## src/rtl/txlw_pkg.sv

```systemverilog
package txlw_pkg;
  localparam int TH_W  = 6;
  localparam int LOW_W = 7;

  localparam int PREF_LSB = 0;
  localparam int HOST_LSB = 8;
  localparam int WB_LSB   = 16;
  localparam int GRAN_BIT = 24;
  localparam int LOW_LSB  = 25;

  typedef struct packed {
    logic             descMode;
    logic [TH_W-1:0]  prefRaw;
    logic [TH_W-1:0]  hostRaw;
    logic [TH_W-1:0]  wbRaw;
    logic [LOW_W-1:0] lowMark;
  } txlwCfg_t;

  function automatic txlwCfg_t decodeCtrl(input logic [31:0] w);
    txlwCfg_t c;
    c.descMode = w[GRAN_BIT];
    c.prefRaw  = w[PREF_LSB +: TH_W];
    c.hostRaw  = w[HOST_LSB +: TH_W];
    c.wbRaw    = w[WB_LSB +: TH_W];
    c.lowMark  = w[LOW_LSB +: LOW_W];
    return c;
  endfunction
endpackage

```

## src/rtl/txlwDatapath.sv

```systemverilog
module txlwDatapath
  import txlw_pkg::*;
#(
  parameter int PTR_W      = 10,
  parameter int LINE_BYTES = 64,
  parameter int DESC_BYTES = 16,
  localparam int SCALE     = LINE_BYTES / DESC_BYTES,
  localparam int OUT_W     = TH_W + $clog2(SCALE),
  localparam int PEND_W    = PTR_W + 1
) (
  input  logic              clk,
  input  logic              rstN,
  input  txlwCfg_t          cfg,
  input  logic [PTR_W-1:0]  ringHead,
  input  logic [PTR_W-1:0]  ringTail,
  input  logic [PEND_W-1:0] ringSize,
  output logic [PEND_W-1:0] pendCnt,
  output logic [OUT_W-1:0]  fetchThr,
  output logic [OUT_W-1:0]  hostThr,
  output logic [OUT_W-1:0]  wbThr
);
  logic [PEND_W-1:0] headX, tailX, distNext;
  logic [TH_W-1:0]   rawThr [3];
  logic [OUT_W-1:0]  scaledThr [3];

  assign headX = {1'b0, ringHead};
  assign tailX = {1'b0, ringTail};

  always_comb begin
    if (tailX >= headX) distNext = tailX - headX;
    else                distNext = tailX + ringSize - headX;
  end

  always_ff @(posedge clk) begin
    if (!rstN) pendCnt <= '0;
    else       pendCnt <= distNext;
  end

  assign rawThr[0] = cfg.prefRaw;
  assign rawThr[1] = cfg.hostRaw;
  assign rawThr[2] = cfg.wbRaw;

  for (genvar g = 0; g < 3; g++) begin : gScale
    if (SCALE == 1) begin : gUnit
      assign scaledThr[g] = OUT_W'(rawThr[g]);
    end else begin : gMul
      assign scaledThr[g] = cfg.descMode ? OUT_W'(rawThr[g])
                                         : OUT_W'(rawThr[g]) * OUT_W'(SCALE);
    end
  end

  assign fetchThr = scaledThr[0];
  assign hostThr  = scaledThr[1];
  assign wbThr    = scaledThr[2];

  assert_desc_fits_R7: assert property (@(posedge clk) disable iff (!rstN)
    cfg.descMode |-> (fetchThr < OUT_W'(1 << TH_W)) && (wbThr < OUT_W'(1 << TH_W)));
  assert_line_multiple_R8: assert property (@(posedge clk) disable iff (!rstN)
    !cfg.descMode |-> ((fetchThr % OUT_W'(SCALE)) == '0) && ((hostThr % OUT_W'(SCALE)) == '0));
  assert_pend_bounded_R3: assert property (@(posedge clk) disable iff (!rstN)
    (ringSize != '0) && (headX < ringSize) && (tailX < ringSize) |=> pendCnt < $past(ringSize));
endmodule

```

## src/rtl/txlwControl.sv

```systemverilog
module txlwControl
  import txlw_pkg::*;
#(
  parameter int PTR_W   = 10,
  localparam int PEND_W = PTR_W + 1
) (
  input  logic              clk,
  input  logic              rstN,
  input  logic [31:0]       ctrlWord,
  input  logic [PEND_W-1:0] pendCnt,
  output txlwCfg_t          cfg,
  output logic              lowIrq
);
  logic belowNow, belowPrev;

  always_ff @(posedge clk) begin
    if (!rstN) cfg <= '0;
    else       cfg <= decodeCtrl(ctrlWord);
  end

  assign belowNow = (cfg.lowMark != '0) && (pendCnt < PEND_W'(cfg.lowMark));

  always_ff @(posedge clk) begin
    if (!rstN) begin
      belowPrev <= 1'b0;
      lowIrq    <= 1'b0;
    end else begin
      belowPrev <= belowNow;
      lowIrq    <= belowNow && !belowPrev;
    end
  end

  assert_single_pulse_R5: assert property (@(posedge clk) disable iff (!rstN)
    lowIrq |=> !lowIrq);
  assert_zero_mark_quiet_R6: assert property (@(posedge clk) disable iff (!rstN)
    (cfg.lowMark == '0) |=> !lowIrq);
  assert_irq_from_below_R4: assert property (@(posedge clk) disable iff (!rstN)
    $rose(lowIrq) |-> $past(pendCnt) < PEND_W'($past(cfg.lowMark)));
endmodule

```

## src/rtl/txLowWatermark.sv

```systemverilog
module txLowWatermark
  import txlw_pkg::*;
#(
  parameter int PTR_W      = 10,
  parameter int LINE_BYTES = 64,
  parameter int DESC_BYTES = 16,
  localparam int SCALE     = LINE_BYTES / DESC_BYTES,
  localparam int OUT_W     = TH_W + $clog2(SCALE)
) (
  input  logic             clk,
  input  logic             rstN,
  input  logic [PTR_W-1:0] ringHead,
  input  logic [PTR_W-1:0] ringTail,
  input  logic [PTR_W:0]   ringSize,
  input  logic [31:0]      ctrlWord,
  output logic             lowIrq,
  output logic [OUT_W-1:0] fetchThr,
  output logic [OUT_W-1:0] hostThr,
  output logic [OUT_W-1:0] wbThr,
  output logic             wbAll
);
  txlwCfg_t     cfg;
  logic [PTR_W:0] pendCnt;

  txlwControl #(.PTR_W(PTR_W)) ctrl_i (
    .clk(clk), .rstN(rstN), .ctrlWord(ctrlWord),
    .pendCnt(pendCnt), .cfg(cfg), .lowIrq(lowIrq)
  );

  txlwDatapath #(.PTR_W(PTR_W), .LINE_BYTES(LINE_BYTES), .DESC_BYTES(DESC_BYTES)) dp_i (
    .clk(clk), .rstN(rstN), .cfg(cfg),
    .ringHead(ringHead), .ringTail(ringTail), .ringSize(ringSize),
    .pendCnt(pendCnt), .fetchThr(fetchThr), .hostThr(hostThr), .wbThr(wbThr)
  );

  assign wbAll = cfg.descMode;
endmodule

```

## config.mk

```make
export PLATFORM = sky130hd
export DESIGN_NAME = txLowWatermark
export DESIGN_NICKNAME = d
export VERILOG_FILES = /design/src/rtl/txlw_pkg.sv /design/src/rtl/txlwDatapath.sv /design/src/rtl/txlwControl.sv /design/src/rtl/txLowWatermark.sv
export SDC_FILE = /design/constraint.sdc
export NUM_CORES = 1
export LEC_CHECK = 0
export ABC_AREA = 0
export ABC_CLOCK_PERIOD_IN_PS = 6600
export BUFFER_PORTS_ARGS = -buffer_cell sky130_fd_sc_hd__buf_2
export CAP_MARGIN = 10
export CORE_ASPECT_RATIO = 1.75
export CORE_MARGIN = 3
export CORE_UTILIZATION = 55
export CTS_CLUSTER_SIZE = 16
export DETAILED_ROUTE_END_ITERATION = 6
export PLACE_DENSITY = 0.93
export SLEW_MARGIN = 20
export SYNTH_ARGS = -nofsm -noshare
export SYNTH_HDL_FRONTEND = slang
export SYNTH_SLANG_ARGS = --single-unit
```

## constraint.sdc

```tcl
create_clock -name clk -period 6.6 [get_ports clk]
set_input_delay 1.32 -clock clk [delete_from_list [all_inputs] [get_ports clk]]
set_output_delay 1.32 -clock clk [all_outputs]
set_load 0.01 [all_outputs]
```

==> results of run 1 <==
## power by group
group,switching [W],internal (W)
registers,0.0000107,0.000261
clock network,0.0000725,0.0000740
logic,0.000137,0.000133
## worst max path at each step
stage,from,to,slack (ns),cells past startpoint
2_1_floorplan,ringTail[1],dp_i.pendCnt[7]$_SDFF_PN0_,3.30,10
3_3_place_gp,ringHead[1],dp_i.pendCnt[9]$_SDFF_PN0_,2.91,10
3_5_place_dp,ringTail[1],dp_i.pendCnt[9]$_SDFF_PN0_,2.94,11
4_1_cts,ringTail[1],dp_i.pendCnt[9]$_SDFF_PN0_,3.22,11
5_1_grt,ringTail[1],dp_i.pendCnt[9]$_SDFF_PN0_,2.99,11
6_report,ringTail[1],dp_i.pendCnt[9]$_SDFF_PN0_,3.20,11
## kinds of logic (layout without fill, tap and decap cells)
kind of cell / Yosys count / in the layout / synth area share [%]
XOR/XNOR: 13 / 13 / 4.037
AO/OA/AOI/OAI: 51 / 51 / 14.02
AND/OR/NAND/NOR: 95 / 95 / 19.88
multiplexers: 16 / 16 / 6.211
adder cells (fa/ha/maj): 38 / 38 / 19.79
flip-flops: 39 / 39 / 27.68
buffers and inverters: 61 / 145 / 8.385
## metal layers
layer | up-vias | track usage (%) | wire length, µm
met2 | 83 | 41.42 | 3263
met3 | 10 | 3.333 | 395
met5 | - | 0 | 0
met1 | 1071 | 18.42 | 1855
li1 | 1201 | - | -
met4 | 0 | 8.532 | 123
## cells in the mapped netlist, types with 2 or more instances
master	count	area, µm²
o41ai_1	2	17.52
nand2_1	8	30.03
and2_1	37	231.5
a21o_1	8	60.06
nor2_1	12	45.04
nor3_1	3	15.01
a41o_1	2	20.02
clkbuf_1	7	26.28
a31oi_1	2	12.51
a211oi_1	2	15.01
mux2i_1	4	40.04
xnor2_1	7	61.31
fa_1	11	220.2
o21a_1	3	22.52
nand3_1	8	40.04
a21oi_1	12	60.06
nor2b_1	8	50.05
inv_1	53	198.9
nand3b_1	2	15.01
mux2_2	12	135.1
nand2b_1	3	18.77
o211a_1	3	30.03
dfxtp_1	39	780.8
and3_1	4	25.02
a221oi_1	2	17.52
or3_1	2	12.51
xor2_1	6	52.55
ha_1	27	337.8
o21ai_0	7	35.03
## cell type report
type	count	area, µm²	share of cell area, %
clock buffer	7	76.32	2.279
clock inverter	1	5.005	0.1494
inverter	53	198.9	5.939
multi-input combinational	213	1803	53.83
sequential	39	780.7	23.31
tap	52	65.06	1.942
timing repair buffer	84	420.4	12.55
## stage by stage
stage	total power, W	utilization (%)	instances	cell area (µm²)
5_1_grt	0.0007405	69.33	449	3349
4_1_cts	0.0006937	69.33	449	3349
3_5_place_dp	0.0005467	67.65	441	3268
2_1_floorplan	0.0004784	-	313	2820
3_3_place_gp	0.0005374	67.65	441	3268
6_report	0.0006882	69.33	449	3349
## state kept, by name, indices dropped and copies added (netlist names)
signal	count
ctrl_i.lowIrq	1
dp_i.pendCnt	11
ctrl_i.belowPrev	1
ctrl_i.cfg	26
## critical path, stage by stage
cell,delay (ns)
buf_2,0.09
inv_1,0.07
fa_1,0.50
inv_1,0.06
ha_1,0.28
a21oi_1,0.19
o211ai_1,0.17
o21ai_0,0.34
o21ai_0,0.15
xor2_1,0.16
o2111a_1,0.23
==> results.md, run 1 <==
* Outcome: complete, no violations
* Share of flip-flops with an asynchronous set or reset at 0%
* Final Hold Fails at 0
* R2r setup slk at 4.93 ns
* Initial DRC Count at 76
* Remaining DRCs at 0
* WS Path Type: in -> reg
* Setup bufs post-CTS at 0
* Clk sink count at 39
* CTS tree: done
* WHS Path Cells at 1
* Commonest non-fill, non-tap cell in the layout: buf_2
* Routed len/inst at 12.56 µm
* Initial antenna violation count at 0
* Relative slew slack at 48.77%
* Worst Hold Class: reg -> reg
* TritonRoute pass-1 iters at 4
* Input/output buffers at 84
* Cell Rows at 33
* Initial Util at 58.38%
* Hold WS at 0.3854 ns
* Slew Viols, Final at 0
* First-pass GRT wire length at 9798 µm
* Post-route clock period utilization at 51.59%
* Final setup margin at 3.195 ns
* Global route overflow at 0
* I/O pin cnt at 91
* Fmax at 0.2937 GHz
* Final HPWL DP at 4820 µm
* Worst endpoint required time at 6.77 ns
* H-tree levels at 2
* Area delta synth->final at 18.77%
* Sequential element share of the synthesized area at 27.68%
* Core Region at 4831 µm²
* Final TNS setup at 0 ns
* R2R Path Start: ctrl_i.cfg[1]$_SDFF_PN0_
* CP Max Fanout at 3
* Nets at 499
* Worst-Margin Slew at 0.7674 ns
* Reg clk slew, reported paths at 0.06 ns
* Hold Path End: ctrl_i.lowIrq$_SDFF_PN0_
* RSZ-0062 raised after global routing: false
* Die X at 60.13 µm
* Leakage at 1.795 nW
* FF-to-FF End: ctrl_i.lowIrq$_SDFF_PN0_
* Final RePlAce weighted congestion at 0.8851
* Reg2Reg Depth at 7
* Syn avg cell area at 9.010 µm²
* Vias in the first global route at 2414
* Clk_lat worst skew at 0.28 ns
* Cell Pwr Density at 205.5 nW/µm²
* Worst Hold Launch: ctrl_i.belowPrev$_SDFF_PN0_
* Via count at 2365
* Max cap viols at 0
* Fillers at 387
* Full die area at 6057 µm²
* Synth cell types at 46
* Clock root cell: clkbuf_8
* DRT Wirelength at 5638 µm
* Vias per cell at 5.267
* Mapped Area at 2820 µm²
* Remaining antenna violation count at 0
* Pre-CTS WS at 2.936 ns
* Largest net degree at the start of global routing at 40
* Total global routing track utilization at 20.49%
* Diodes inserted at 0
* #FFs+latches synth at 39
* Ratio of cells with drive above 1 in the final layout at 27.46%
* Die height at 100.7 µm
* Final min period at 3.405 ns
* Most frequent cells in the layout: 84 x buf_2, 53 x inv_1, 39 x dfxtp_1
* Max IR drop VDD at 191.6 µV
* Post-synth EDFFs at 0
* Dominant synthesized flop cell: dfxtp_1
* Post-cts repair resize count at 0
* Syn Inst Count at 313
* Setup violations, final at 0
* Post-CTS Hold Fix Bufs at 0
* Fin Clk Skew at 0.002463 ns
* Syn_nets at 416
* Bufs on Longest Clock Path at 2
* CP Capture Type: flip-flop
* Worst EP arrival at 3.58 ns
* CTS buffer count at 5
* Synth warn at 0
* Startpoint class of the critical path: primary input
No activity file was read; power rests on OpenSTA's default activity.
==> inputs of run 2 (changes only) <==
Settings changed: ABC_CLOCK_PERIOD_IN_PS 6600 to 2750, CORE_UTILIZATION 55 to 46, PLACE_DENSITY 0.93 to 0.83.
Clock period 6.6 ns to 2.75 ns, I/O delays scaled along.
==> run 2 against run 1 <==
Net effect:
- critical path depth increased by 1
- sequential cell count unchanged
- cell count rose by 8.9%
- critical path type unchanged
- register-to-register slack got worse by 3.9 ns
==> results.md, run 2 (synthesized netlist as in run 1, its figures left out) <==
* Placed inst area at 3406 µm² (+4.2%)
* Final RePlAce weighted congestion at 0.8583 (-3.0%)
* Hold WS at 0.4095 ns (+0.02409 ns)
* Ratio of cells with drive above 1 in the final layout at 30.41% (+3.0 points)
* Routed len/inst at 12.58 µm (+0.22%)
* Input/output buffers at 84 (unchanged)
* Reg2Reg Depth at 7 (unchanged)
* TritonRoute pass-1 iters at 4 (unchanged)
* Global route overflow at 0 (unchanged)
* Cell Rows at 37 (+12%)
* Biggest register: ctrl_i.cfg
* Cell Pwr Density at 487.2 nW/µm² (+140%)
* Worst Hold Class: reg -> reg
* R2R Path Start: ctrl_i.cfg[1]$_SDFF_PN0_
* Remaining DRCs at 0 (unchanged)
* Area delta synth->final at 24.05%
* Worst EP arrival at 2.78 ns (-0.80 ns)
* Hold Path End: ctrl_i.lowIrq$_SDFF_PN0_
* Max IR drop VDD at 189.2 µV (-1.2%)
* H-tree levels at 2 (unchanged)
* Vias in the first global route at 2523 (+4.5%)
* CP most frequent cell: inv_1
* Clk sink count at 39 (unchanged)
* Nets at 513 (+2.8%)
* R2r setup slk at 1.00 ns (-3.93 ns)
* Worst Hold Launch: ctrl_i.belowPrev$_SDFF_PN0_
* WP buf/inv at 4 (+1)
* Worst endpoint required time at 2.93 ns (-3.84 ns)
* Vias per cell at 4.980 (-5.5%)
* Clk_lat worst skew at 0.28 ns (about the same)
* Max reg flops at 26 (unchanged)
* Initial Util at 47.59% (-11 points)
* Final core occ at 59.04% (-10 points)
* Die X at 65.19 µm (+8.4%)
* Die height at 109.6 µm (+8.8%)
* DRT Wirelength at 6154 µm (+9.2%)
* Largest registers: ctrl_i.cfg x26, dp_i.pendCnt x11
* Slew Viols, Final at 0 (unchanged)
* Final TNS setup at 0 ns (unchanged)
* Remaining antenna violation count at 0 (unchanged)
* Fmax at 0.3840 GHz
* CP Capture Type: flip-flop
* Reg clk slew, reported paths at 0.07 ns (about the same)
* Startpoint class of the critical path: primary input
* Post-CTS Hold Fix Bufs at 0 (unchanged)
* Outcome: complete, no violations
* Fin Clk Skew at 0.002080 ns (-0.0003829 ns)
* Final HPWL DP at 5238 µm (+8.7%)
* Crit-path cells: buf_2 > inv_1 > fa_1 > inv_1 > ha_1 > a21oi_2 > o211ai_1 > o41ai_2 > buf_4 > xor2_1 > mux2i_1 > and2_1
* WHS Path Cells at 1 (unchanged)
* Initial antenna violation count at 0 (unchanged)
* I/O pin cnt at 91 (unchanged)
* Cell count after placement at 481 (+9.1%)
* FF-to-FF End: ctrl_i.lowIrq$_SDFF_PN0_
* Post-route clock period utilization at 94.69%
* CP peak stage delay at 0.51 ns (about the same)
* Total global routing track utilization at 18.02% (-2.5 points)
* Crit-path leading delay family: adder cells
* Diodes inserted at 0 (unchanged)
* WS Path Type: in -> reg
* Post-route cell area at 3498 µm² (+4.4%)
* First-pass GRT wire length at 10240 µm (+4.5%)
* Core Region at 5926 µm² (+23%)
* Worst-Margin Slew at 0.7631 ns (-0.004304 ns)
* Leakage at 1.867 nW (+4.0%)
* CP Max Fanout at 3 (unchanged)
* Non-Filler Instances at 489 (+8.9%)
* Most frequent cells in the layout: 84 x buf_2, 53 x inv_1, 39 x dfxtp_1
* Max cap viols at 0 (unchanged)
* Relative slew slack at 49.06% (+0.29 points)
* Worst path slowest cell: fa_1
* CTS tree: done
* CTS buffer count at 5 (unchanged)
* Final min period at 2.604 ns
* Full die area at 7144 µm² (+18%)
* Commonest non-fill, non-tap cell in the layout: buf_2
* Clock root cell: clkbuf_8
* Setup violations, final at 0 (unchanged)
* Bufs on Longest Clock Path at 2 (unchanged)
* Largest net degree at the start of global routing at 39 (-2.5%)
* Final Hold Fails at 0 (unchanged)
* Via count at 2435 (+3.0%)
* Initial DRC Count at 51 (-33%)
## run 2: changes by cell type in the layout (fill, tap and decap cells not counted)
cell and delta:
buf_4 +14, a21oi_1 -1, a21oi_2 +1, o21ai_0 -1, o21ai_1 +1, o41ai_1 -1, o41ai_2 +1
## run 2: report_power, final
part	internal (W)	switching [W]	total [W]
Sequential	0.000626	0.0000263	0.000653
Clock	0.000177	0.000170	0.000348
Combinational	0.000355	0.000349	0.000704
Total	0.00116	0.000545	0.00170
## run 2: metal layers
metal	GRT usage, %	up-vias	routed length, µm
met2	38.80	64	3736
met1	15.42	1131	1971
met5	0	-	0
met3	2.454	9	309
met4	7.567	0	136
li1	-	1231	-
## run 2: how the worst max path moves through the flow
| stage | from | to | cells after the start | slack (ns) |
|---|---|---|---|---|
| global route | ringTail[1] | dp_i.pendCnt[7]$_SDFF_PN0_ | 12 | -0.04 |
| CTS | ringHead[1] | dp_i.pendCnt[7]$_SDFF_PN0_ | 11 | 0.08 |
| finish | ringTail[1] | dp_i.pendCnt[7]$_SDFF_PN0_ | 12 | 0.15 |
| floorplan | ringTail[1] | dp_i.pendCnt[7]$_SDFF_PN0_ | 10 | 0.22 |
| global placement | ringHead[1] | dp_i.pendCnt[7]$_SDFF_PN0_ | 11 | -0.13 |
| detailed placement | ringHead[1] | dp_i.pendCnt[7]$_SDFF_PN0_ | 11 | -0.22 |
## run 2: cell type report
type / count / area (µm²)
sequential: 39 / 780.7
clock buffer: 7 / 76.32
timing repair buffer: 98 / 525.5
fill: 569 / 2427
multi-input combinational: 213 / 1814
clock inverter: 1 / 5.005
tap: 78 / 97.59
inverter: 53 / 198.9
## run 2: repair_timing
item	CTS	global route
resized for setup	0	3
setup buffers	0	0
endpoints found under the setup margin	0	2
## run 2: stage by stage
step / setup slack, ns / power [W]
6_report: 0.1460 / 0.001704
3_3_place_gp: -0.1292 / 0.001337
4_1_cts: 0.08365 / 0.001718
2_1_floorplan: 0.2222 / 0.001148
3_5_place_dp: -0.2175 / 0.001363
5_1_grt: -0.04146 / 0.001833
